===== src/rtl/mctx_pkg.sv =====
package mctx_pkg;

    typedef enum logic [1:0] {
        F_IDLE  = 2'd0,
        F_FETCH = 2'd1,
        F_SERVE = 2'd2,
        F_TAIL  = 2'd3
    } fetch_st_e;

    typedef enum logic [1:0] {
        SEL_MODE  = 2'd0,
        SEL_CTRL  = 2'd1,
        SEL_START = 2'd2,
        SEL_END   = 2'd3
    } cfg_sel_e;

    localparam logic [1:0] DIR_TRANSMIT  = 2'b10;
    localparam int         MODE_BURST_BIT = 2;
    localparam int         CTRL_EN_BIT    = 0;
    localparam int         CTRL_CLR_BIT   = 1;

endpackage


===== src/rtl/mctx_rd_edge.sv =====
module mctx_rd_edge #(
    parameter int STAGES = 2
) (
    input  logic clk,
    input  logic rst_n,
    input  logic rd_n,
    output logic rd_rise
);

    typedef struct packed {
        logic [STAGES-1:0] sync;
        logic              last;
    } edge_t;

    edge_t q, d;

    always_comb begin
        d      = q;
        d.sync = {q.sync[STAGES-2:0], rd_n};
        d.last = q.sync[STAGES-1];
    end

    always_ff @(posedge clk or negedge rst_n) begin
        if (!rst_n) begin
            q <= '1;
        end else begin
            q <= d;
        end
    end

    assign rd_rise = q.sync[STAGES-1] & ~q.last;

endmodule


===== src/rtl/mctx_fetch.sv =====
module mctx_fetch
    import mctx_pkg::*;
#(
    parameter int ADDR_W = 16,
    parameter int DATA_W = 8
) (
    input  logic              clk,
    input  logic              rst_n,
    input  logic              start,
    input  logic              addr_ld,
    input  logic [ADDR_W-1:0] addr_ld_val,
    input  logic [ADDR_W-1:0] end_addr,
    input  logic              rd_rise,
    input  logic              mem_ack,
    input  logic [DATA_W-1:0] mem_rdata,
    output logic              mem_req,
    output logic [ADDR_W-1:0] mem_addr,
    output logic [DATA_W-1:0] txbuf,
    output logic              dreq,
    output logic              done
);

    typedef struct packed {
        fetch_st_e         st;
        logic [ADDR_W-1:0] addr;
        logic [DATA_W-1:0] buf_v;
        logic              dreq;
    } fetch_t;

    fetch_t q, d;

    always_comb begin
        d    = q;
        done = 1'b0;
        case (q.st)
            F_IDLE: begin
                if (addr_ld) d.addr = addr_ld_val;
                if (start)   d.st   = F_FETCH;
            end
            F_FETCH: begin
                if (mem_ack) begin
                    d.buf_v = mem_rdata;
                    d.addr  = q.addr + 1'b1;
                    d.dreq  = 1'b1;
                    d.st    = (q.addr == end_addr) ? F_TAIL : F_SERVE;
                end
            end
            F_SERVE: begin
                if (rd_rise) d.st = F_FETCH;
            end
            F_TAIL: begin
                d.dreq = 1'b0;
                if (rd_rise) begin
                    d.st = F_IDLE;
                    done = 1'b1;
                end
            end
            default: d.st = F_IDLE;
        endcase
    end

    always_ff @(posedge clk or negedge rst_n) begin
        if (!rst_n) begin
            q <= '{st: F_IDLE, addr: '0, buf_v: '0, dreq: 1'b0};
        end else begin
            q <= d;
        end
    end

    assign mem_req  = (q.st == F_FETCH);
    assign mem_addr = q.addr;
    assign txbuf    = q.buf_v;
    assign dreq     = q.dreq;

    a_r3_req_hold: assert property (@(posedge clk) disable iff (!rst_n)
        (mem_req && !mem_ack) |=> (mem_req && $stable(mem_addr)));

    a_r4_addr_step: assert property (@(posedge clk) disable iff (!rst_n)
        (mem_req && mem_ack) |=> (mem_addr == ADDR_W'($past(mem_addr) + 1'b1)));

    a_r5_req_in_serve: assert property (@(posedge clk) disable iff (!rst_n)
        (q.st == F_SERVE) |-> dreq);

endmodule


===== src/rtl/mc_burst_tx.sv =====
module mc_burst_tx
    import mctx_pkg::*;
#(
    parameter int ADDR_W      = 16,
    parameter int DATA_W      = 8,
    parameter int SYNC_STAGES = 2
) (
    input  logic              clk,
    input  logic              rst_n,
    input  logic              cfg_we,
    input  logic [1:0]        cfg_sel,
    input  logic [ADDR_W-1:0] cfg_wdata,
    output logic              mem_req,
    output logic [ADDR_W-1:0] mem_addr,
    input  logic              mem_ack,
    input  logic [DATA_W-1:0] mem_rdata,
    input  logic              ext_cs,
    input  logic              ext_dack_n,
    input  logic              ext_rd_n,
    output logic [DATA_W-1:0] ext_dout,
    output logic              dma_req,
    output logic              op_end_irq
);

    typedef struct packed {
        logic [1:0]        dir;
        logic              burst;
        logic [ADDR_W-1:0] end_addr;
        logic              en;
        logic              irq;
    } ctl_t;

    ctl_t q, d;

    logic              rd_rise;
    logic              done;
    logic              start;
    logic              ctrl_wr;
    logic              mode_ok;
    logic              addr_ld;
    logic [DATA_W-1:0] txbuf;

    mctx_rd_edge #(.STAGES(SYNC_STAGES)) u_rd_edge (
        .clk     (clk),
        .rst_n   (rst_n),
        .rd_n    (ext_rd_n),
        .rd_rise (rd_rise)
    );

    always_comb begin
        d       = q;
        ctrl_wr = cfg_we && (cfg_sel == SEL_CTRL);
        addr_ld = cfg_we && (cfg_sel == SEL_START);
        mode_ok = (q.dir == DIR_TRANSMIT) && q.burst;
        start   = ctrl_wr && cfg_wdata[CTRL_EN_BIT] && mode_ok && !q.en;

        if (cfg_we && (cfg_sel == SEL_MODE)) begin
            d.dir   = cfg_wdata[1:0];
            d.burst = cfg_wdata[MODE_BURST_BIT];
        end
        if (cfg_we && (cfg_sel == SEL_END)) d.end_addr = cfg_wdata;

        if (start)     d.en = 1'b1;
        else if (done) d.en = 1'b0;

        if (done)                                 d.irq = 1'b1;
        else if (ctrl_wr && cfg_wdata[CTRL_CLR_BIT]) d.irq = 1'b0;
    end

    always_ff @(posedge clk or negedge rst_n) begin
        if (!rst_n) begin
            q <= '0;
        end else begin
            q <= d;
        end
    end

    mctx_fetch #(.ADDR_W(ADDR_W), .DATA_W(DATA_W)) u_fetch (
        .clk         (clk),
        .rst_n       (rst_n),
        .start       (start),
        .addr_ld     (addr_ld),
        .addr_ld_val (cfg_wdata),
        .end_addr    (q.end_addr),
        .rd_rise     (rd_rise),
        .mem_ack     (mem_ack),
        .mem_rdata   (mem_rdata),
        .mem_req     (mem_req),
        .mem_addr    (mem_addr),
        .txbuf       (txbuf),
        .dreq        (dma_req),
        .done        (done)
    );

    assign ext_dout   = (ext_cs && !ext_dack_n && !ext_rd_n) ? txbuf : '0;
    assign op_end_irq = q.irq;

    a_r8_irq_after_edge: assert property (@(posedge clk) disable iff (!rst_n)
        $rose(op_end_irq) |-> $past(rd_rise));

    a_r9_irq_sticky: assert property (@(posedge clk) disable iff (!rst_n)
        (op_end_irq && !(cfg_we && cfg_sel == SEL_CTRL && cfg_wdata[CTRL_CLR_BIT]))
        |=> op_end_irq);

    a_r2_no_fetch_idle_mode: assert property (@(posedge clk) disable iff (!rst_n)
        (!q.en) |-> !mem_req);

endmodule


===== config.mk =====
export PLATFORM = sky130hd
export DESIGN_NAME = mc_burst_tx
export DESIGN_NICKNAME = d
export VERILOG_FILES = /design/src/rtl/mctx_pkg.sv /design/src/rtl/mctx_rd_edge.sv /design/src/rtl/mctx_fetch.sv /design/src/rtl/mc_burst_tx.sv
export SDC_FILE = /design/constraint.sdc
export NUM_CORES = 1
export LEC_CHECK = 0
export ABC_CLOCK_PERIOD_IN_PS = 5100
export BUFFER_PORTS_ARGS = -buffer_cell sky130_fd_sc_hd__clkbuf_2
export CORE_MARGIN = 2
export CORE_UTILIZATION = 43
export DETAILED_ROUTE_END_ITERATION = 8
export HOLD_SLACK_MARGIN = 0.08
export PLACE_DENSITY = 0.71
export REMOVE_ABC_BUFFERS = 1
export SYNTH_ARGS = -nofsm -noshare
export SYNTH_HDL_FRONTEND = slang
export SYNTH_SLANG_ARGS = --single-unit

===== constraint.sdc =====
create_clock -name clk -period 5.1 [get_ports clk]
set_clock_uncertainty 0.15 [all_clocks]
set_input_delay 0.255 -clock clk [delete_from_list [all_inputs] [get_ports clk]]
set_output_delay 0.255 -clock clk [all_outputs]
set_load 0.02 [all_outputs]

==> run summary, run 1 <==
Status -> finished, final reports clean
Maximum vdd drop -> 0.0002228 V
Hold Buf Count CTS -> 25
Total congestion overflow -> 0
Most common cell after layout, fill and taps aside -> clkbuf_2
Max stage delay cell, worst path -> or4_4
Number of library cell types mapped by synthesis -> 48
Number of remaining DRC errors -> 0
PostCTS Resize Cnt -> 0
Cell count along the critical path -> 4
Tmin final -> 2.816 ns
Max-slew headroom -> 0.3821
Initial DRC count -> 195
Critical path arrival -> 2.90 ns
Initial Util -> 0.4503
CP delay by family, top -> simple AND/OR/NAND/NOR gates
Root Driver -> clkbuf_8
Most frequent cells in the layout -> clkbuf_2 (59), dfrtp_1 (48), nand2_1 (40), dlygate4sd3_1 (25), mux2_2 (18)
# H-tree levels -> 2
Drt wl/cell -> 15.26 um
Hold_ws -> 0.09529 ns
Setup CP Type -> flip-flop to flip-flop
Fillers -> 536
CP Launch Type -> flip-flop
Worst path required time -> 5.19 ns
Bufs and invs on worst path -> 0
Post-synthesis cell count -> 268
# IOs -> 60
Final worst path period share -> 0.5522
CTS buffer count -> 5
Worst-path clk slew -> 0.09 ns
CTS sink cnt -> 51
DR vias/cell -> 5.484
Synthesized area per cell -> 10.07 um2
Fin Setup TNS -> 0 ns
Final hold violations -> 0
Pwr dens -> 474.7 mW/mm2
Async SR Flop Fraction -> 1.000
Initial antenna violation count -> 0
Clk_lat worst skew -> 0.30 ns
CP max FO -> 24
Max-cap violations -> 0
Max Clock Freq -> 355.1 MHz
Chip width -> 83.21 um
Pre-antenna DRT Iters -> 4
Total number of vias -> 2,232
Synth Flop Type -> dfrtp_1
Total track usage -> 0.1899
IO buf count -> 59
Cell Chain, Critical Path -> nand3b_1 -> or4_4 -> or4_1 -> nand3_1
#FFs+latches synth -> 51
Ant. Diodes -> 0
Placer Congestion -> 0.8305
ANT nets after route -> 0
Placed wire-length estimate -> 4275 um
Core ar. -> 0.005991 mm2
Unrepaired setup endpoints after global routing -> false
Nets -> 365
Pleak -> 1.504 nW
First-pass GRT wire length -> 10,780 um
Die height -> 83.21 um
Share of cells above drive strength 1 -> 0.2861
Area delta synth->final -> 21.20%
Vias in the first global route -> 2,168
CTS tree -> yes
CP max stage delay -> 0.80 ns
Hold path depth -> 2
Largest net degree at the start of global routing -> 52
Worst slew pin tran -> 0.9240 ns
Slew Limit Fails -> 0
Sequential share of the synthesized area -> 0.4745
Die area -> 0.006923 mm2
R2R depth -> 4
Clock buffer depth -> 2
Post-synth EDFFs -> 0
Postcts setup bufs -> 0
Setup violations, final -> 0
Worst min path class -> input port to flip-flop
Critical Path End Type -> flip-flop
Cell area after synthesis -> 0.002698 mm2
Std cell rows -> 28
Syn. warnings -> 0
Routed wire length -> 6211 um
## logic make-up after synthesis
logic type,count (synthesis),share of synthesized area
AOI/OAI and AO/OA,45,0.1187
xor gates and xnor gates,16,0.05195
adders and majority gates,1,0.004637
buffers and inverters,34,0.07189
DFF,51,0.4745
muxes,18,0.07514
and+or+nand+nor,103,0.2032
## area by class of cell
class | instances | area, um2 | area share
Timing Repair Buffer | 85 | 553.0 | 0.1692
Multi-Input combinational cell | 183 | 1224 | 0.3743
Sequential cell | 51 | 1280 | 0.3915
Inverter | 5 | 18.77 | 0.005741
Tap cell | 75 | 93.84 | 0.02870
Clock buffer | 8 | 100.1 | 0.03062
## registers in the layout, summed over array words and instances (netlist names)
name	count
u_rd_edge.q	1
u_rd_edge.d	2
u_fetch.mem_addr	16
u_fetch.dreq	1
u_fetch.txbuf	8
op_end_irq	1
u_fetch.q	2
q	20
## synth_stat cells, drive strengths merged, types with 2 or more instances
cell type | instances | share of area
a21oi | 6 | 0.011
buf | 19 | 0.051
nand2 | 40 | 0.056
xor2 | 14 | 0.045
or3 | 2 | 0.0051
o2bb2ai | 4 | 0.013
xnor2 | 2 | 0.0065
nand4 | 5 | 0.012
nor3b | 3 | 0.0083
nor4 | 8 | 0.019
nand3 | 12 | 0.027
nand3b | 2 | 0.0056
clkbuf | 10 | 0.014
a32o | 2 | 0.0074
a22oi | 3 | 0.0083
and2 | 8 | 0.019
o21ai | 11 | 0.020
nand4b | 2 | 0.0065
dfstp | 3 | 0.029
or4 | 2 | 0.0070
o211ai | 7 | 0.019
inv | 5 | 0.0070
dfrtp | 48 | 0.45
a221o | 2 | 0.0079
and3b | 2 | 0.0065
nor2 | 8 | 0.011
nor3 | 3 | 0.0056
or2 | 2 | 0.0046
a31oi | 2 | 0.0046
mux2 | 18 | 0.075
## metal layers
metal	global-route usage	up-vias	wire (um)	share of wire
li1	-	1068	-	-
met1	0.2648	1094	2827	0.46
met2	0.3050	64	3013	0.49
met3	0.03579	6	300	0.048
met4	0.04918	0	70	0.011
met5	0	-	0	0
## metrics by stage
| step | total power [mW] | worst slack [ns] | area [um2] | instances | utilization |
|---|---|---|---|---|---|
| floorplan | 1.077 | 2.717 | 2522 | 239 | - |
| global placement | 1.276 | 2.331 | 2919 | 374 | 0.4873 |
| detailed placement | 1.293 | 2.282 | 2919 | 374 | 0.4873 |
| CTS | 1.559 | 2.264 | 3269 | 407 | 0.5457 |
| finish | 1.552 | 2.284 | 3269 | 407 | 0.5457 |
| global route | 1.663 | 2.162 | 3269 | 407 | 0.5457 |
## report_power, final
| group | total (mW) | switching, mW | internal [mW] |
|---|---|---|---|
| registers | 0.724 | 0.183 | 0.541 |
| logic | 0.577 | 0.332 | 0.245 |
| clock network | 0.251 | 0.127 | 0.124 |
## worst register-to-register path, delay by kind of cell (launching register included)
family	cells	cell delay [ns]
flops	1	0.49
simple gates	4	2.11
## final timing paths
path / startpoint / endpoint / slack [ns]
worst max-delay path: u_fetch.q[26] / u_fetch.mem_addr[13] / 2.28
worst min-delay path: cfg_wdata[0] / u_fetch.mem_addr[0] / 0.1
worst max register to register: u_fetch.q[26] / u_fetch.mem_addr[13] / 2.28
worst min register to register: u_rd_edge.d[2] / u_rd_edge.d[0] / 0.21
max in group asynchronous: rst_n / u_fetch.mem_addr[1] / 3.94
min in group asynchronous: rst_n / u_fetch.txbuf[1] / 0.44
No activity file was read; power rests on OpenSTA's default activity.
==> run 2, diff against run 1 <==
--- a/config.mk
+++ b/config.mk
@@ -5,7 +5,7 @@
 export SDC_FILE = /design/constraint.sdc
 export NUM_CORES = 1
 export LEC_CHECK = 0
-export ABC_CLOCK_PERIOD_IN_PS = 5100
+export ABC_CLOCK_PERIOD_IN_PS = 2800
 export BUFFER_PORTS_ARGS = -buffer_cell sky130_fd_sc_hd__clkbuf_2
 export CORE_MARGIN = 2
 export CORE_UTILIZATION = 43
==> constraint.sdc (replaced) <==
create_clock -name clk -period 2.8 [get_ports clk]
set_clock_uncertainty 0.15 [all_clocks]
set_input_delay 0.14 -clock clk [delete_from_list [all_inputs] [get_ports clk]]
set_output_delay 0.14 -clock clk [all_outputs]
set_load 0.02 [all_outputs]
==> run 2 against run 1 <==
Against the previous run: combinational power grew 87%; clock power is 77% higher; via count increased by 2.2%; sequential power is 82% higher; global-route usage rose by 0.37 points; power up 83%; critical path depth grew 1; worst setup slack got worse by 1.6 ns; sequential cell count stayed put; final cell count rose by 2.2%; worst hold slack better by 0.12 ns; register-to-register slack worse by 1.5 ns; largest power group unchanged.
==> run summary, run 2 (synthesis gave the netlist of run 1 again) <==
Status -> finished, final reports clean
Seq pwr share -> 0.465
Tmin final -> 2.117 ns
Core ar. -> 0.005991 mm2
Worst path required time -> 2.51 ns
Logic pwr share -> 0.379
Unrepaired setup endpoints after global routing -> false
Flip-flop and latch area -> 0.001280 mm2
Clock buffer depth -> 2
Worst Hold Path EP -> u_rd_edge.d[0]
Total number of vias -> 2,281
Std cell rows -> 28
Max Clock Freq -> 472.3 MHz
Area post-placement -> 0.002949 mm2
Die height -> 83.21 um
Postcts setup bufs -> 0
Number of remaining DRC errors -> 0
Sw Ratio -> 0.4285
Pleak -> 1.532 nW
Initial antenna violation count -> 0
Maximum vdd drop -> 0.0004202 V
Internal power -> 1.625 mW
Share of cells above drive strength 1 -> 0.2933
CTS tree -> yes
PostCTS Resize Cnt -> 0
HP Start -> u_rd_edge.d[2]
Max reg flops -> 20
Largest net degree at the start of global routing -> 39
Setup violations, final -> 0
Fillers -> 511
CP Launch Type -> input port
Origin of the critical flop-to-flop path -> u_fetch.q[26]
Top reg by flops -> q
CTS sink cnt -> 51
Final worst path period share -> 0.7561
Chip width -> 83.21 um
Initial DRC count -> 142
Worst-path clk slew -> 0.09 ns
DR vias/cell -> 5.483
Clk pwr share -> 0.156
Worst R2R End -> u_fetch.mem_addr[13]
Pwr dens -> 850.9 mW/mm2
Area delta synth->final -> 23.89%
# IOs -> 60
Multi-input logic area -> 0.001224 mm2
Setup CP Type -> input port to output pin
IO buf count -> 59
Total congestion overflow -> 0
Worst slew pin tran -> 0.9347 ns
Pre-antenna DRT Iters -> 5
Ant. Diodes -> 0
Nets -> 374
Most frequent cells in the layout -> clkbuf_2 (59), dfrtp_1 (48), nand2_1 (40), dlygate4sd3_1 (30), mux2_2 (18)
Initial Util -> 0.4503
Critical path arrival -> 1.83 ns
Drt wl/cell -> 15.98 um
Slew Limit Fails -> 0
Final hold violations -> 0
# H-tree levels -> 2
Critical Path End Type -> output pin
Root Driver -> clkbuf_8
R2R depth -> 4
Fin Setup TNS -> 0 ns
Clk_lat worst skew -> 0.31 ns
Total track usage -> 0.1935
Hold Buf Count CTS -> 30
Routed wire length -> 6648 um
Hold path depth -> 0
Worst min path class -> flip-flop to flip-flop
Switch Pwr -> 1.219 mW
Placed wire-length estimate -> 4372 um
Reg2Reg Setup Slack -> 0.74 ns
First-pass GRT wire length -> 10,830 um
ANT nets after route -> 0
CP max FO -> 8
Placer Congestion -> 0.8553
Max-slew headroom -> 0.3769
Die area -> 0.006923 mm2
Max-cap violations -> 0
Most common cell after layout, fill and taps aside -> clkbuf_2
Post-route cell area -> 0.003342 mm2
CTS buffer count -> 5
Vias in the first global route -> 2,207
run 2: cell types whose count changed in the layout (fill, tap and decap cells not counted):
cell	previous run	this run
dlygate4sd3_1	25	30
inv_6	0	1
clkbuf_8	7	5
clkbuf_1	1	0
clkinvlp_4	0	2
buf_4	1	5
run 2: per-layer routing:
metal / wire length, um / part of all wire / global-route usage / up-vias
met2: 3235 / 0.49 / 0.3050 / 62
met1: 2970 / 0.45 / 0.2645 / 1118
met5: 0 / 0 / 0 / -
li1: - / - / - / 1087
met4: 158 / 0.024 / 0.07154 / 0
met3: 284 / 0.043 / 0.03877 / 14
run 2: area by class of cell:
cell class,count,share of cell area
Sequential cell,51,0.3830
Multi-Input combinational cell,183,0.3662
Timing Repair Buffer,94,0.1894
Tap cell,75,0.02808
Clock buffer,5,0.02059
Clock inverter,3,0.007113
Inverter,5,0.005616
run 2: worst max path at each step:
stage,start,endpoint,cells after the start
floorplan,u_fetch.q[26],u_fetch.mem_addr[13],4
global placement,u_fetch.q[26],u_fetch.mem_addr[13],4
detailed placement,u_fetch.q[26],u_fetch.mem_addr[13],4
CTS,u_fetch.q[26],u_fetch.mem_addr[13],4
global route,ext_rd_n,ext_dout[5],5
finish,ext_rd_n,ext_dout[5],5
run 2: power by group through the flow:
| stage | logic, mW | registers (mW) | clock network (mW) |
|---|---|---|---|
| 3_3_place_gp | 1.03 | 1.32 | 0 |
| 4_1_cts | 1.08 | 1.31 | 0.452 |
| 3_5_place_dp | 1.04 | 1.32 | 0 |
| 2_1_floorplan | 0.560 | 1.40 | 0 |
| 6_report | 1.08 | 1.32 | 0.445 |
| 5_1_grt | 1.19 | 1.36 | 0.482 |
run 2: worst max-delay path, stage by stage:
cell,delay (ns)
dlygate4sd3_1,0.53
clkbuf_2,0.12
nor3b_1,0.59
and2_1,0.25
clkbuf_2,0.19
run 2: per-stage QoR:
step                utilization  setup slack [ns]  power, mW  hold WS, ns  std cells
floorplan                     -            0.4173      1.962      -0.3056        239
global placement         0.4923            0.7922      2.347      0.09577        378
detailed placement       0.4923            0.7797      2.364      0.09598        378
CTS                      0.5579            0.7487      2.841       0.2142        416
global route             0.5579            0.5727      3.031       0.2171        416
finish                   0.5579            0.6828      2.844       0.2141        416
==> run 3, diff against run 2 <==
--- a/config.mk
+++ b/config.mk
@@ -5,7 +5,7 @@
 export SDC_FILE = /design/constraint.sdc
 export NUM_CORES = 1
 export LEC_CHECK = 0
-export ABC_CLOCK_PERIOD_IN_PS = 2800
+export ABC_CLOCK_PERIOD_IN_PS = 2100
 export BUFFER_PORTS_ARGS = -buffer_cell sky130_fd_sc_hd__clkbuf_2
 export CORE_MARGIN = 2
 export CORE_UTILIZATION = 43
==> constraint.sdc (replaced) <==
create_clock -name clk -period 2.1 [get_ports clk]
set_clock_uncertainty 0.15 [all_clocks]
set_input_delay 0.105 -clock clk [delete_from_list [all_inputs] [get_ports clk]]
set_output_delay 0.105 -clock clk [all_outputs]
set_load 0.02 [all_outputs]
==> run 3 against run 2 <==
Against the previous run: global-route usage increased by 0.23 points; first-iteration DRC count increased by 75%; register-to-register slack worse by 0.59 ns; non-clock buffer count up 9; design area rose by 2.3%; combinational power grew 54%; sequential cell count unchanged; largest power group unchanged.
==> run summary, run 3 (synthesis gave the netlist of run 1 again) <==
Status -> finished, final reports clean
Multi-input logic area -> 0.001231 mm2
Worst min path class -> flip-flop to flip-flop
Ant. Diodes -> 0
DR vias/cell -> 5.485
Pre-antenna DRT Iters -> 4
Clock buffer depth -> 2
Origin of the critical flop-to-flop path -> u_fetch.mem_addr[1]
Placer Congestion -> 0.8930
Crit path to -> u_fetch.mem_addr[10]
Setup violations, final -> 0
Internal power -> 2.254 mW
Share of cells above drive strength 1 -> 0.3114
CP max FO -> 7
Maximum vdd drop -> 0.0008184 V
Drt wl/cell -> 15.52 um
Fillers -> 525
Setup ws final -> 0.1454 ns
# H-tree levels -> 2
Max-cap violations -> 0
Initial Util -> 0.4503
Clk_lat worst skew -> 0.30 ns
Fin Setup TNS -> 0 ns
CP max stage delay -> 0.48 ns
Pleak -> 1.585 nW
Most frequent cells in the layout -> clkbuf_2 (59), dfrtp_1 (48), nand2_1 (40), dlygate4sd3_1 (30), mux2_2 (18)
Placed wire-length estimate -> 4636 um
Largest net degree at the start of global routing -> 30
Post-route cell area -> 0.003418 mm2
Max-slew headroom -> 0.6084
Worst path required time -> 2.17 ns
Switch Pwr -> 1.603 mW
Slew Limit Fails -> 0
Pwr dens -> 1128 mW/mm2
Placed cells -> 387
Pre-CTS setup slack -> 0.1310 ns
ANT nets after route -> 0
Setup CP Type -> flip-flop to flip-flop
Top reg by flops -> q
Cell count along the critical path -> 5
Final hold violations -> 0
Flip-flop and latch area -> 0.001280 mm2
Tmin final -> 1.955 ns
CTS buffer count -> 5
Max Clock Freq -> 511.6 MHz
Nets -> 383
Seq pwr share -> 0.431
First-pass GRT wire length -> 11,010 um
Number of remaining DRC errors -> 0
Final worst path period share -> 0.9308
Sw Ratio -> 0.4155
Routed wire length -> 6596 um
Worst slew pin tran -> 0.5874 ns
Non-filler cells, final -> 425
CP Launch Type -> flip-flop
Critical path arrival -> 2.02 ns
IO buf count -> 59
Clk pwr share -> 0.139
Area delta synth->final -> 26.72%
Die height -> 83.21 um
Bufs and invs on worst path -> 0
Cell Chain, Critical Path -> ha_2 -> nand3_1 -> or2_2 -> o41a_1 -> o211ai_1
Reg2Reg Setup Slack -> 0.15 ns
Initial antenna violation count -> 0
Worst R2R End -> u_fetch.mem_addr[10]
Total congestion overflow -> 0
Worst-path clk slew -> 0.09 ns
Unrepaired setup endpoints after global routing -> false
Initial DRC count -> 249
Most common cell after layout, fill and taps aside -> clkbuf_2
Std cell rows -> 28
Critical Path End Type -> flip-flop
CP delay by family, top -> flip-flops
R2R depth -> 5
Chip width -> 83.21 um
Total chip power -> 3.857 mW
Max reg flops -> 20
Crit path launch -> u_fetch.mem_addr[1]
Final core utilization -> 0.5706
Area post-placement -> 0.003029 mm2
Vias in the first global route -> 2,266
Total track usage -> 0.1959
Max stage delay cell, worst path -> dfrtp_1
CTS tree -> yes
Logic pwr share -> 0.429
Core ar. -> 0.005991 mm2
Die area -> 0.006923 mm2
Root Driver -> clkbuf_8
CTS sink cnt -> 51
Total number of vias -> 2,331
Hold_ws -> 0.2087 ns
# IOs -> 60
run 3: cell types whose count changed in the layout (fill, tap and decap cells not counted), sizes merged:
cell	change
clkinvlp	-2
buf	+9
inv	-1
clkbuf	+2
clkinv	+1
run 3: metal layers:
layer	wire length [um]	GRT usage	share of wire	up-vias
li1	-	-	-	1109
met4	82	0.06557	0.012	0
met5	0	0	0	-
met3	346	0.03579	0.052	8
met2	3284	0.3211	0.50	62
met1	2883	0.2618	0.44	1152
run 3: cell type report:
type                       instances  area share
multi-input combinational        183      0.3602
clock inverter                     1    0.001464
tap                               75     0.02745
sequential                        51      0.3745
clock buffer                       7     0.02233
timing repair buffer             103      0.2086
inverter                           5    0.005490
run 3: how the worst min path moves through the flow:
| stage | startpoint | to | slack, ns | cells after the start |
|---|---|---|---|---|
| final | u_rd_edge.d[2] | u_rd_edge.d[0] | 0.21 | 0 |
| after global routing | u_rd_edge.d[2] | u_rd_edge.d[0] | 0.22 | 0 |
| after CTS | rst_n | u_fetch.txbuf[1] | 0.19 | 2 |
| after detailed placement | rst_n | u_fetch.txbuf[1] | -0.02 | 1 |
| after global placement | rst_n | u_fetch.txbuf[1] | -0.02 | 1 |
| after floorplan | rst_n | op_end_irq | -0.34 | 0 |
run 3: repair_timing:
item,in CTS,in global routing
gates resized for setup,0,2
hold buffers,30,0
setup buffers,0,0
endpoints found under the setup margin,0,9
endpoints found under the hold margin,95,0
run 3: power by group through the flow:
stage               Combinational [mW]  Clock, mW  Sequential [mW]
floorplan                        0.746          0             1.87
global placement                  1.57          0             1.66
detailed placement                1.60          0             1.68
CTS                               1.65      0.555             1.66
global route                      1.82      0.593             1.72
finish                            1.66      0.538             1.66
